File: config.mk
export PLATFORM = sky130hd
export DESIGN_NAME = audio_mix_router
export DESIGN_NICKNAME = d
export VERILOG_FILES = /design/src/rtl/amr_pkg.sv /design/src/rtl/amr_gain_lut.sv /design/src/rtl/amr_scale.sv /design/src/rtl/amr_mix.sv /design/src/rtl/audio_mix_router.sv
export SDC_FILE = /design/constraint.sdc
export NUM_CORES = 2
export LEC_CHECK = 0
export CELL_PAD_IN_SITES_DETAIL_PLACEMENT = 1
export CELL_PAD_IN_SITES_GLOBAL_PLACEMENT = 1
export CORE_MARGIN = 5
export CORE_UTILIZATION = 30
export CTS_CLUSTER_DIAMETER = 60
export CTS_CLUSTER_SIZE = 10
export DETAILED_ROUTE_END_ITERATION = 10
export HOLD_SLACK_MARGIN = 0.1
export PLACE_DENSITY_LB_ADDON = 0.1
export SLEW_MARGIN = 20
export SYNTH_ARGS = -nofsm -noshare
export SYNTH_HDL_FRONTEND = slang
export SYNTH_SLANG_ARGS = --single-unit
File: constraint.sdc
create_clock -name clk -period 26.5 [get_ports clk]
set_clock_uncertainty 0.05 [all_clocks]
set_input_delay 5.3 -clock clk [delete_from_list [all_inputs] [get_ports clk]]
set_output_delay 5.3 -clock clk [all_outputs]
set_load 0.02 [all_outputs]
File: src/rtl/amr_pkg.sv
package amr_pkg;

  localparam int CH_P = 0;
  localparam int CH_L = 1;
  localparam int CH_R = 2;

  typedef enum logic [2:0] {
    RM_OFF        = 3'd0,
    RM_SPK_PHONE  = 3'd1,
    RM_HP_PHONE   = 3'd2,
    RM_SPK_STEREO = 3'd3,
    RM_HP_STEREO  = 3'd4,
    RM_SPK_ALL    = 3'd5,
    RM_HP_MIX     = 3'd6,
    RM_DUAL       = 3'd7
  } route_mode_e;

  typedef struct packed {
    logic spk_on;
    logic hp_on;
    logic spk_p;
    logic spk_l;
    logic spk_r;
    logic hp_p;
    logic hp_st;
  } route_t;

  function automatic route_t decode_route(input logic [2:0] code);
    route_t r;
    r = '0;
    case (route_mode_e'(code))
      RM_SPK_PHONE:  begin r.spk_on = 1'b1; r.hp_on = 1'b1; r.spk_p = 1'b1; end
      RM_HP_PHONE:   begin r.hp_on = 1'b1; r.hp_p = 1'b1; end
      RM_SPK_STEREO: begin r.spk_on = 1'b1; r.hp_on = 1'b1; r.spk_l = 1'b1; r.spk_r = 1'b1; end
      RM_HP_STEREO:  begin r.hp_on = 1'b1; r.hp_st = 1'b1; end
      RM_SPK_ALL:    begin r.spk_on = 1'b1; r.hp_on = 1'b1; r.spk_l = 1'b1; r.spk_r = 1'b1; r.spk_p = 1'b1; end
      RM_HP_MIX:     begin r.hp_on = 1'b1; r.hp_st = 1'b1; r.hp_p = 1'b1; end
      RM_DUAL:       begin r.spk_on = 1'b1; r.hp_on = 1'b1; r.spk_l = 1'b1; r.spk_r = 1'b1; r.hp_st = 1'b1; end
      default:       r = '0;
    endcase
    return r;
  endfunction

  // Headphone-path gain in unsigned Q4.12, rounded from the dB law.
  function automatic logic [15:0] vol_to_gain(input logic [4:0] code);
    logic [15:0] g;
    case (code)
      5'd0:  g = 16'd8;
      5'd1:  g = 16'd19;
      5'd2:  g = 16'd39;
      5'd3:  g = 16'd77;
      5'd4:  g = 16'd130;
      5'd5:  g = 16'd183;
      5'd6:  g = 16'd258;
      5'd7:  g = 16'd365;
      5'd8:  g = 16'd516;
      5'd9:  g = 16'd728;
      5'd10: g = 16'd866;
      5'd11: g = 16'd1029;
      5'd12: g = 16'd1223;
      5'd13: g = 16'd1453;
      5'd14: g = 16'd1727;
      5'd15: g = 16'd2053;
      5'd16: g = 16'd2440;
      5'd17: g = 16'd2900;
      5'd18: g = 16'd3446;
      5'd19: g = 16'd4096;
      5'd20: g = 16'd4868;
      5'd21: g = 16'd5786;
      5'd22: g = 16'd6876;
      5'd23: g = 16'd8173;
      5'd24: g = 16'd9713;
      5'd25: g = 16'd11544;
      5'd26: g = 16'd13720;
      5'd27: g = 16'd16306;
      5'd28: g = 16'd19380;
      5'd29: g = 16'd23034;
      5'd30: g = 16'd27375;
      default: g = 16'd32536;
    endcase
    return g;
  endfunction

endpackage

File: src/rtl/amr_gain_lut.sv
module amr_gain_lut #(
  parameter int VW = 5,
  parameter int GW = 16
) (
  input  logic [VW-1:0] code,
  output logic [GW-1:0] gain
);
  always_comb begin
    gain = GW'(amr_pkg::vol_to_gain(5'(code)));
  end
endmodule

File: src/rtl/amr_scale.sv
module amr_scale #(
  parameter int SW  = 16,
  parameter int GW  = 16,
  parameter int VW  = 5,
  parameter int MW  = 3,
  parameter int NCH = 3,
  localparam int PW = SW + GW + 1
) (
  input  logic                           clk,
  input  logic                           rst_n,
  input  logic                           adv,
  input  logic                           in_valid,
  input  logic [NCH-1:0][SW-1:0]         smp,
  input  logic [NCH-1:0][VW-1:0]         vol,
  input  logic [MW-1:0]                  mode_in,
  output logic                           s1_vld,
  output logic [MW-1:0]                  s1_mode,
  output logic [NCH-1:0][PW-1:0]         s1_prod
);

  for (genvar i = 0; i < NCH; i++) begin : g_ch
    logic [GW-1:0]        gain;
    logic signed [PW-1:0] prod;

    amr_gain_lut #(.VW(VW), .GW(GW)) i_lut (
      .code (vol[i]),
      .gain (gain)
    );

    always_comb begin
      prod = $signed(smp[i]) * $signed({1'b0, gain});
    end

    always_ff @(posedge clk) begin
      if (!rst_n) begin
        s1_prod[i] <= '0;
      end else if (adv && in_valid) begin
        s1_prod[i] <= prod;
      end
    end
  end

  always_ff @(posedge clk) begin
    if (!rst_n) begin
      s1_vld  <= 1'b0;
      s1_mode <= '0;
    end else if (adv) begin
      s1_vld <= in_valid;
      if (in_valid) s1_mode <= mode_in;
    end
  end

  // an accepted beat occupies the first stage on the next edge
  assert_accept_fills_R9: assert property (@(posedge clk) disable iff (!rst_n)
    (adv && in_valid) |=> s1_vld);

  // settings captured with a beat do not drift while it waits
  assert_mode_held_R11: assert property (@(posedge clk) disable iff (!rst_n)
    (s1_vld && !adv) |=> ($stable(s1_mode) && s1_vld));

endmodule

File: src/rtl/amr_mix.sv
module amr_mix #(
  parameter int SW   = 16,
  parameter int GW   = 16,
  parameter int MW   = 3,
  parameter int FRAC = 12,
  parameter int NCH  = 3,
  localparam int PW  = SW + GW + 1,
  localparam int AW  = PW + 2
) (
  input  logic                     clk,
  input  logic                     rst_n,
  input  logic                     adv,
  input  logic                     s1_vld,
  input  logic [MW-1:0]            s1_mode,
  input  logic [NCH-1:0][PW-1:0]   s1_prod,
  output logic                     out_valid,
  output logic signed [SW-1:0]     out_spk,
  output logic signed [SW-1:0]     out_hpr,
  output logic signed [SW-1:0]     out_hpl,
  output logic                     spk_active,
  output logic                     hpr_active,
  output logic                     hpl_active
);
  import amr_pkg::*;

  localparam logic signed [AW-1:0] MAXV = AW'((64'sd1 <<< (SW - 1)) - 64'sd1);
  localparam logic signed [AW-1:0] MINV = -MAXV - AW'(1);

  function automatic logic signed [SW-1:0] clip(input logic signed [AW-1:0] v);
    if (v > MAXV)      return MAXV[SW-1:0];
    else if (v < MINV) return MINV[SW-1:0];
    else               return $signed(v[SW-1:0]);
  endfunction

  route_t               rt;
  logic signed [AW-1:0] tp, tl, tr;
  logic signed [AW-1:0] spk_sum, hpr_sum, hpl_sum;
  logic signed [AW-1:0] spk_sh, hpr_sh, hpl_sh;

  always_comb begin
    rt = decode_route(3'(s1_mode));
    tp = AW'($signed(s1_prod[CH_P]));
    tl = AW'($signed(s1_prod[CH_L]));
    tr = AW'($signed(s1_prod[CH_R]));
    spk_sum = (rt.spk_p ? tp : '0) + (rt.spk_l ? tl : '0) + (rt.spk_r ? tr : '0);
    hpr_sum = (rt.hp_st ? tr : '0) + (rt.hp_p ? tp : '0);
    hpl_sum = (rt.hp_st ? tl : '0) + (rt.hp_p ? tp : '0);
    spk_sh  = spk_sum >>> (FRAC - 1);
    hpr_sh  = hpr_sum >>> FRAC;
    hpl_sh  = hpl_sum >>> FRAC;
  end

  always_ff @(posedge clk) begin
    if (!rst_n) begin
      out_valid  <= 1'b0;
      out_spk    <= '0;
      out_hpr    <= '0;
      out_hpl    <= '0;
      spk_active <= 1'b0;
      hpr_active <= 1'b0;
      hpl_active <= 1'b0;
    end else if (adv) begin
      out_valid <= s1_vld;
      if (s1_vld) begin
        out_spk    <= rt.spk_on ? clip(spk_sh) : '0;
        out_hpr    <= rt.hp_on  ? clip(hpr_sh) : '0;
        out_hpl    <= rt.hp_on  ? clip(hpl_sh) : '0;
        spk_active <= rt.spk_on;
        hpr_active <= rt.hp_on;
        hpl_active <= rt.hp_on;
      end
    end
  end

  // a first-stage beat reaches the output on the next advancing edge
  assert_latency_R9: assert property (@(posedge clk) disable iff (!rst_n)
    (adv && s1_vld) |=> out_valid);

  // mode 0 leaves every path dark
  assert_all_off_R6: assert property (@(posedge clk) disable iff (!rst_n)
    (adv && s1_vld && s1_mode == MW'(0)) |=> (!spk_active && !hpr_active && !hpl_active && out_spk == '0));

  // a speaker path in shutdown never carries signal
  assert_dark_speaker_R6: assert property (@(posedge clk) disable iff (!rst_n)
    (out_valid && !spk_active) |-> (out_spk == '0));

  // speaker-only modes mute both headphones but keep them active
  assert_mute_zero_R5: assert property (@(posedge clk) disable iff (!rst_n)
    (adv && s1_vld && (s1_mode == MW'(1) || s1_mode == MW'(3) || s1_mode == MW'(5)))
      |=> (hpr_active && hpl_active && out_hpr == '0 && out_hpl == '0 && out_valid));

endmodule

File: src/rtl/audio_mix_router.sv
module audio_mix_router #(
  parameter int SW   = 16,
  parameter int GW   = 16,
  parameter int VW   = 5,
  parameter int MW   = 3,
  parameter int FRAC = 12,
  localparam int NCH = 3,
  localparam int PW  = SW + GW + 1
) (
  input  logic                 clk,
  input  logic                 rst_n,
  input  logic [MW-1:0]        mode_sel,
  input  logic [VW-1:0]        vol_phone,
  input  logic [VW-1:0]        vol_left,
  input  logic [VW-1:0]        vol_right,
  input  logic                 in_valid,
  output logic                 in_ready,
  input  logic signed [SW-1:0] in_phone,
  input  logic signed [SW-1:0] in_left,
  input  logic signed [SW-1:0] in_right,
  output logic                 out_valid,
  input  logic                 out_ready,
  output logic signed [SW-1:0] out_spk,
  output logic signed [SW-1:0] out_hpr,
  output logic signed [SW-1:0] out_hpl,
  output logic                 spk_active,
  output logic                 hpr_active,
  output logic                 hpl_active
);
  import amr_pkg::*;

  logic                   adv;
  logic [NCH-1:0][SW-1:0] smp;
  logic [NCH-1:0][VW-1:0] vol;
  logic                   s1_vld;
  logic [MW-1:0]          s1_mode;
  logic [NCH-1:0][PW-1:0] s1_prod;

  always_comb begin
    adv       = !out_valid || out_ready;
    in_ready  = adv;
    smp[CH_P] = in_phone;
    smp[CH_L] = in_left;
    smp[CH_R] = in_right;
    vol[CH_P] = vol_phone;
    vol[CH_L] = vol_left;
    vol[CH_R] = vol_right;
  end

  amr_scale #(.SW(SW), .GW(GW), .VW(VW), .MW(MW), .NCH(NCH)) i_scale (
    .clk      (clk),
    .rst_n    (rst_n),
    .adv      (adv),
    .in_valid (in_valid),
    .smp      (smp),
    .vol      (vol),
    .mode_in  (mode_sel),
    .s1_vld   (s1_vld),
    .s1_mode  (s1_mode),
    .s1_prod  (s1_prod)
  );

  amr_mix #(.SW(SW), .GW(GW), .MW(MW), .FRAC(FRAC), .NCH(NCH)) i_mix (
    .clk        (clk),
    .rst_n      (rst_n),
    .adv        (adv),
    .s1_vld     (s1_vld),
    .s1_mode    (s1_mode),
    .s1_prod    (s1_prod),
    .out_valid  (out_valid),
    .out_spk    (out_spk),
    .out_hpr    (out_hpr),
    .out_hpl    (out_hpl),
    .spk_active (spk_active),
    .hpr_active (hpr_active),
    .hpl_active (hpl_active)
  );

  // a held beat stays put and nothing new is taken in
  assert_stall_hold_R10: assert property (@(posedge clk) disable iff (!rst_n)
    (out_valid && !out_ready) |=> (out_valid && $stable(out_spk) && $stable(out_hpr)
      && $stable(out_hpl) && $stable(spk_active) && $stable(hpr_active) && $stable(hpl_active)));

  assert_stall_blocks_R10: assert property (@(posedge clk) disable iff (!rst_n)
    (out_valid && !out_ready) |-> !in_ready);

endmodule

Word level (Yosys, flattened, before mapping). Memories as Yosys holds them, arrays and structs flattened. Cells that the tools add are included.

Bits in read-only memories: 1440. Register bits: 154. Input bits: 70. Output and inout bits: 53. Memories: 3. Logic and storage cells: 66.

Memory list: (name not given) (depth 32, width 15, rd ports 1, clocked after memory_dff 0, write ports 0, RTL line amr_pkg.sv:47) `case (code)`; (name not given) (depth 32, width 15, rd ports 1, clocked after memory_dff 0, write ports 0, RTL line amr_pkg.sv:47); (name not given) (depth 32, width 15, rd ports 1, clocked after memory_dff 0, write ports 0, RTL line amr_pkg.sv:47).

Reduce and logical (&&, ||, !) cells: 11. Multiplexer cells: 21. Multipliers: 3. Eq/ne operators: 7. $add $sub $neg: 4. Magnitude comparators: 6.

Operator list (count): 35-bit 2-to-1 mux (6); 16-bit 2-to-1 mux (9); 35-bit adder (4); 16-bit by 17-bit multiplier with 33-bit output (3); 23-bit by 16-bit > comparator with 1-bit output (second input constant) (2); 23-bit by 16-bit less-than comparator with 1-bit output (second input constant) (2); 24-bit by 16-bit > comparator with 1-bit output (second input constant) (1); 24-bit by 16-bit less-than comparator with 1-bit output (second input constant) (1); 3-bit equality test (second input constant) (4); 7-bit OR reduction (1); 3-bit by 2-bit equality test with 1-bit output (second input constant) (2); 3-bit OR reduction (2); 1-bit 2-to-1 mux (5); 2-bit AND reduction (2); 2-bit OR reduction (2); 4-bit OR reduction (1); 3-bit by 1-bit equality test with 1-bit output (second input constant) (1); 2-bit 2-to-1 mux (1); 1-bit logical AND (1); 1-bit logical NOT (1); 1-bit logical OR (1).

Depth between registers and ports, before layout.
Depth after elaboration: 10. Gate-level depth with buffers: 34. Gate-level depth less buffers: 33.

By module. Synthesis repeated with hierarchy kept, for this count alone.

Cells, all modules: 4944. Area, all modules: 40782.9 µm².

By module, submodules not included: amr_scale (sequential area each 2062.0 µm², times used 1, area an instance 29981.3 µm², cells an instance 3479); amr_mix (sequential area each 1021.0 µm², times used 1, area an instance 8404.3 µm², cells an instance 1140); amr_gain_lut (i_scale.g_ch[1].i_lut) (sequential area each 0.0 µm², times used 1, area an instance 799.5 µm², cells an instance 110); amr_gain_lut (i_scale.g_ch[2].i_lut) (sequential area each 0.0 µm², times used 1, area an instance 799.5 µm², cells an instance 106); amr_gain_lut (i_scale.g_ch[0].i_lut) (sequential area each 0.0 µm², times used 1, area an instance 792.0 µm², cells an instance 108); audio_mix_router (sequential area each 0.0 µm², times used 1, area an instance 6.3 µm², cells an instance 1).

Worst setup path after synthesis. Ideal clock, no wire load.

Kind: input to register. Start: input port vol_left[0]. End: register i_scale.s1_prod[64] in the netlist's numbering. Arrival time: 12361 ps. Required time: 26327 ps. Stages: 32. Slack: 13965 ps. Cells stage by stage: clkbuf_1 > inv_1 > ha_1 > nand2_1 > a21oi_1 > a21oi_1 > o21ai_0 > clkbuf_1 > nand2_1 > fa_1 > fa_1 > inv_1 > ha_1 > inv_1 > fa_1 > inv_1 > fa_1 > inv_1 > fa_1 > inv_1 > ha_1 > or3_1 > a211oi_1 > o311ai_0 > a311oi_1 > o221a_2 > o21ai_0 > a21o_1 > a21oi_1 > o21ai_0 > xnor2_1 > o21ai_0.

Longest elaborated chain between the ends: 2.

Ends and longest elaborated chain: start: declaration (RTL line audio_mix_router.sv:14) `input logic [VW-1:0] vol_left,`; memory 32 x 15 bit; 16-bit by 17-bit multiplier with 33-bit output (RTL line amr_scale.sv:31) `prod = $signed(smp[i]) * $signed({1'b0, gain});`; end signal: indexed assignment (RTL line amr_scale.sv:38) `s1_prod[i] <= prod;`; end: declaration (RTL line amr_scale.sv:18) `output logic [NCH-1:0][PW-1:0] s1_prod`.

Every way passes these cells. A chain may end at the register's enable or synchronous reset.

Final worst setup path. Same ends and word-level chain as after synthesis.

==> impl_metrics.env <==
export IMPL_grtUsageTotal_pct=19.0
export IMPL_h_tree_depth=4
export IMPL_die_w_um=365
export IMPL_ys_ff_latch=154
export IMPL_rows=130
export IMPL_fin_crit_ps=13740
export IMPL_drive_gt1_share_pct=3.04
export IMPL_synth_area_leader_cell="fa_1"
export IMPL_wl_per_cell_um=19.7
export IMPL_cts_root_buf="clkbuf_16"
export IMPL_arrival_ps=14040
export IMPL_cts_sinks=154
export IMPL_cts_inserted_buffers=17
export IMPL_dp_cells=6222
export IMPL_fin_nets=5724
export IMPL_clk_latency_ps=490
export IMPL_path_max_fanout=16
export IMPL_power_density_nw_per_um2=130
export IMPL_clockBufferDepth=2
export IMPL_synth_cells=4599
export IMPL_start_util_pct=30.1
export IMPL_syn_nets=5731
export IMPL_synth_edf_count=0
export IMPL_yosysUniqueCellTypes=84
export IMPL_hold_viol_final=0
export IMPL_io_pins=123
export IMPL_wl_met3_um=2010
export IMPL_setup_viol=0
export IMPL_first_pass_iters=4
export IMPL_fin_util_pct=33.0
export IMPL_start_kind="input pin"
export IMPL_grt_ovfl_total=0
export IMPL_total_power_mw=5.40
export IMPL_status="completed"
export IMPL_synth_most_common_cell="inv_1"
export IMPL_coreArea_sq_um=125000
export IMPL_drtIter0Drc=1180
export IMPL_highest_layer="met4"
export IMPL_hpwlAfterDp_um=101000
export IMPL_route_met2_wl_um=60000
export IMPL_clk_pin_slew_ps=70
export IMPL_grt_pass1_vias=33700
export IMPL_io_buffers=122
export IMPL_async_flop_share_pct=0
export IMPL_grt_first_pass_wirelength_um=197000
export IMPL_worst_pin_slew_ps=1090
export IMPL_antenna_left=0
export IMPL_fin_tns_setup_ps=0
export IMPL_cap_viol_max_count=0
export IMPL_gp_congestion=0.823
export IMPL_p_leak_nw=20.5
export IMPL_ys_flop_type="dfxtp_1"
export IMPL_syn_cell_area_sq_um=37700
export IMPL_whs_ps=408
export IMPL_crit_buf_inv=7
export IMPL_syn2layout_area_growth_pct=9.71
export IMPL_die_area_sq_um=133000
export IMPL_slew_violations=0
export IMPL_max_stage_delay_ps=800
export IMPL_max_freq_mhz=72.8
export IMPL_via_per_inst=4.85
export IMPL_synthTopCellsByArea="fa_1 (30%), ha_1 (16%), dfxtp_1 (8.2%)"
export IMPL_postCtsHoldBufs=0
export IMPL_wl_met1_um=59400
export IMPL_end_kind="flip-flop"
export IMPL_drc=0
export IMPL_postCtsSetupBuffers=0
export IMPL_cts_repair_resized=0
export IMPL_wl_um=123000
export IMPL_synth_avg_cell_area_sq_um=8.20
export IMPL_die_h_um=365
export IMPL_critPathRequiredTime_ps=26800
export IMPL_yosysWarnings=0
export IMPL_antenna_found_initial=4
export IMPL_crit_family="compound AO/OA/AOI/OAI gates"
export IMPL_cp_common_cell="inv_1"
export IMPL_grt_start_max_net_pins=69
export IMPL_hp_class="reg2reg"
export IMPL_period_share_pct=51.8
export IMPL_synthTopCellsByCount="inv_1 (802), nand2_1 (658), fa_1 (572)"
export IMPL_layoutNonFillerInstCount=6256
export IMPL_crit_type="in2reg"
export IMPL_max_vdd_ir_drop_mv=0.136
export IMPL_synth_top_cell_area_share_pct=30.4
export IMPL_max_slew_margin_pct=27.1
export IMPL_cpMaxStageDelayCell="clkdlybuf4s50_1"
export IMPL_ys_seq_area_share_pct=8.17
export IMPL_cts_tree="built"
export IMPL_vias=30300
export IMPL_rsz0062_at_grt="no"
-- through the flow --
stage	worst slack (ps)	area, sq um
final	12760	41400
after global routing	12060	41400
after CTS	12720	41400
after detailed placement	12260	40800
after global placement	12350	40800
after floorplan	13970	37700
-- path summary, 6_finish.rpt --
check                         to          startpoint  slack (ps)  cells past startpoint
min reg2reg     i_mix.out_spk[1]    i_mix.out_spk[1]         410                      1
max          i_scale.s1_prod[64]         vol_left[0]       12760                     31
max reg2reg    i_mix.out_hpr[14]  i_scale.s1_mode[0]       19930                     17
min             i_mix.out_spk[1]    i_mix.out_spk[1]         410                      1
-- worst register-to-register path, delay by kind of cell (launching register included) --
kind | cells | cell delay, ps
AO/OA/AOI/OAI | 8 | 3060
AND/OR/NAND/NOR | 5 | 1810
buffers and inverters | 2 | 720
flip-flops | 1 | 490
adder cells (fa/ha/maj) | 1 | 250
XOR/XNOR | 1 | 130
-- layer usage --
layer  global-route usage, %  vias up
met1                    25.9    15500
met3                    1.35       79
met2                    33.4      277
met4                    3.13        0
li1                        -    14500
met5                       0        -
-- flip-flops by register name, indices dropped and copies added (netlist names) --
| register | flops |
|---|---|
| i_mix.hpl_active | 1 |
| i_mix.out_hpl | 16 |
| i_scale.s1_prod | 99 |
| i_mix.out_spk | 16 |
| i_mix.out_hpr | 16 |
| i_scale.s1_vld | 1 |
| i_mix.out_valid | 1 |
| i_scale.s1_mode | 3 |
| i_mix.spk_active | 1 |
-- placed cells by master, fill, tap and decap left out, drive strengths merged, types with 34 or more instances in the layout --
cell type / synthesis / final
fa: 572 / 572
a21o: 60 / 60
a211oi: 37 / 37
inv: 802 / 809
ha: 490 / 490
dfxtp: 154 / 154
and2: 484 / 484
xor2: 37 / 37
nor2: 172 / 172
nand3: 60 / 60
buf: 10 / 51
nand2: 658 / 658
a221o: 34 / 34
a21oi: 253 / 253
xnor2: 94 / 94
clkdlybuf4s50: 0 / 120
o21ai: 139 / 139
-- cells by family after synthesis --
group                      Yosys count  share of synthesized area (%)
buffers and inverters             1000                           10.0
and+or+nand+nor                   1538                           19.8
DFF                                154                           8.17
muxes                               25                          0.683
xor gates and xnor gates           131                           3.04
adders and majority gates         1062                           46.6
AOI/OAI and AO/OA                  689                           11.6
-- layout make-up --
class | count | area [sq um]
antenna | 1 | 2.50
clock buffer | 18 | 439
clock inverter | 14 | 169
fill | 15000 | 83900
inverter | 803 | 3020
multi-input combinational | 3445 | 31000
sequential | 154 | 3080
tap | 1650 | 2060
timing repair buffer | 171 | 1590
-- power breakdown --
group	switching, mW	internal, mW
Clock	0.129	0.130
Sequential	0.0689	0.286
Combinational	2.78	2.00
No activity file was read; power rests on OpenSTA's default activity.
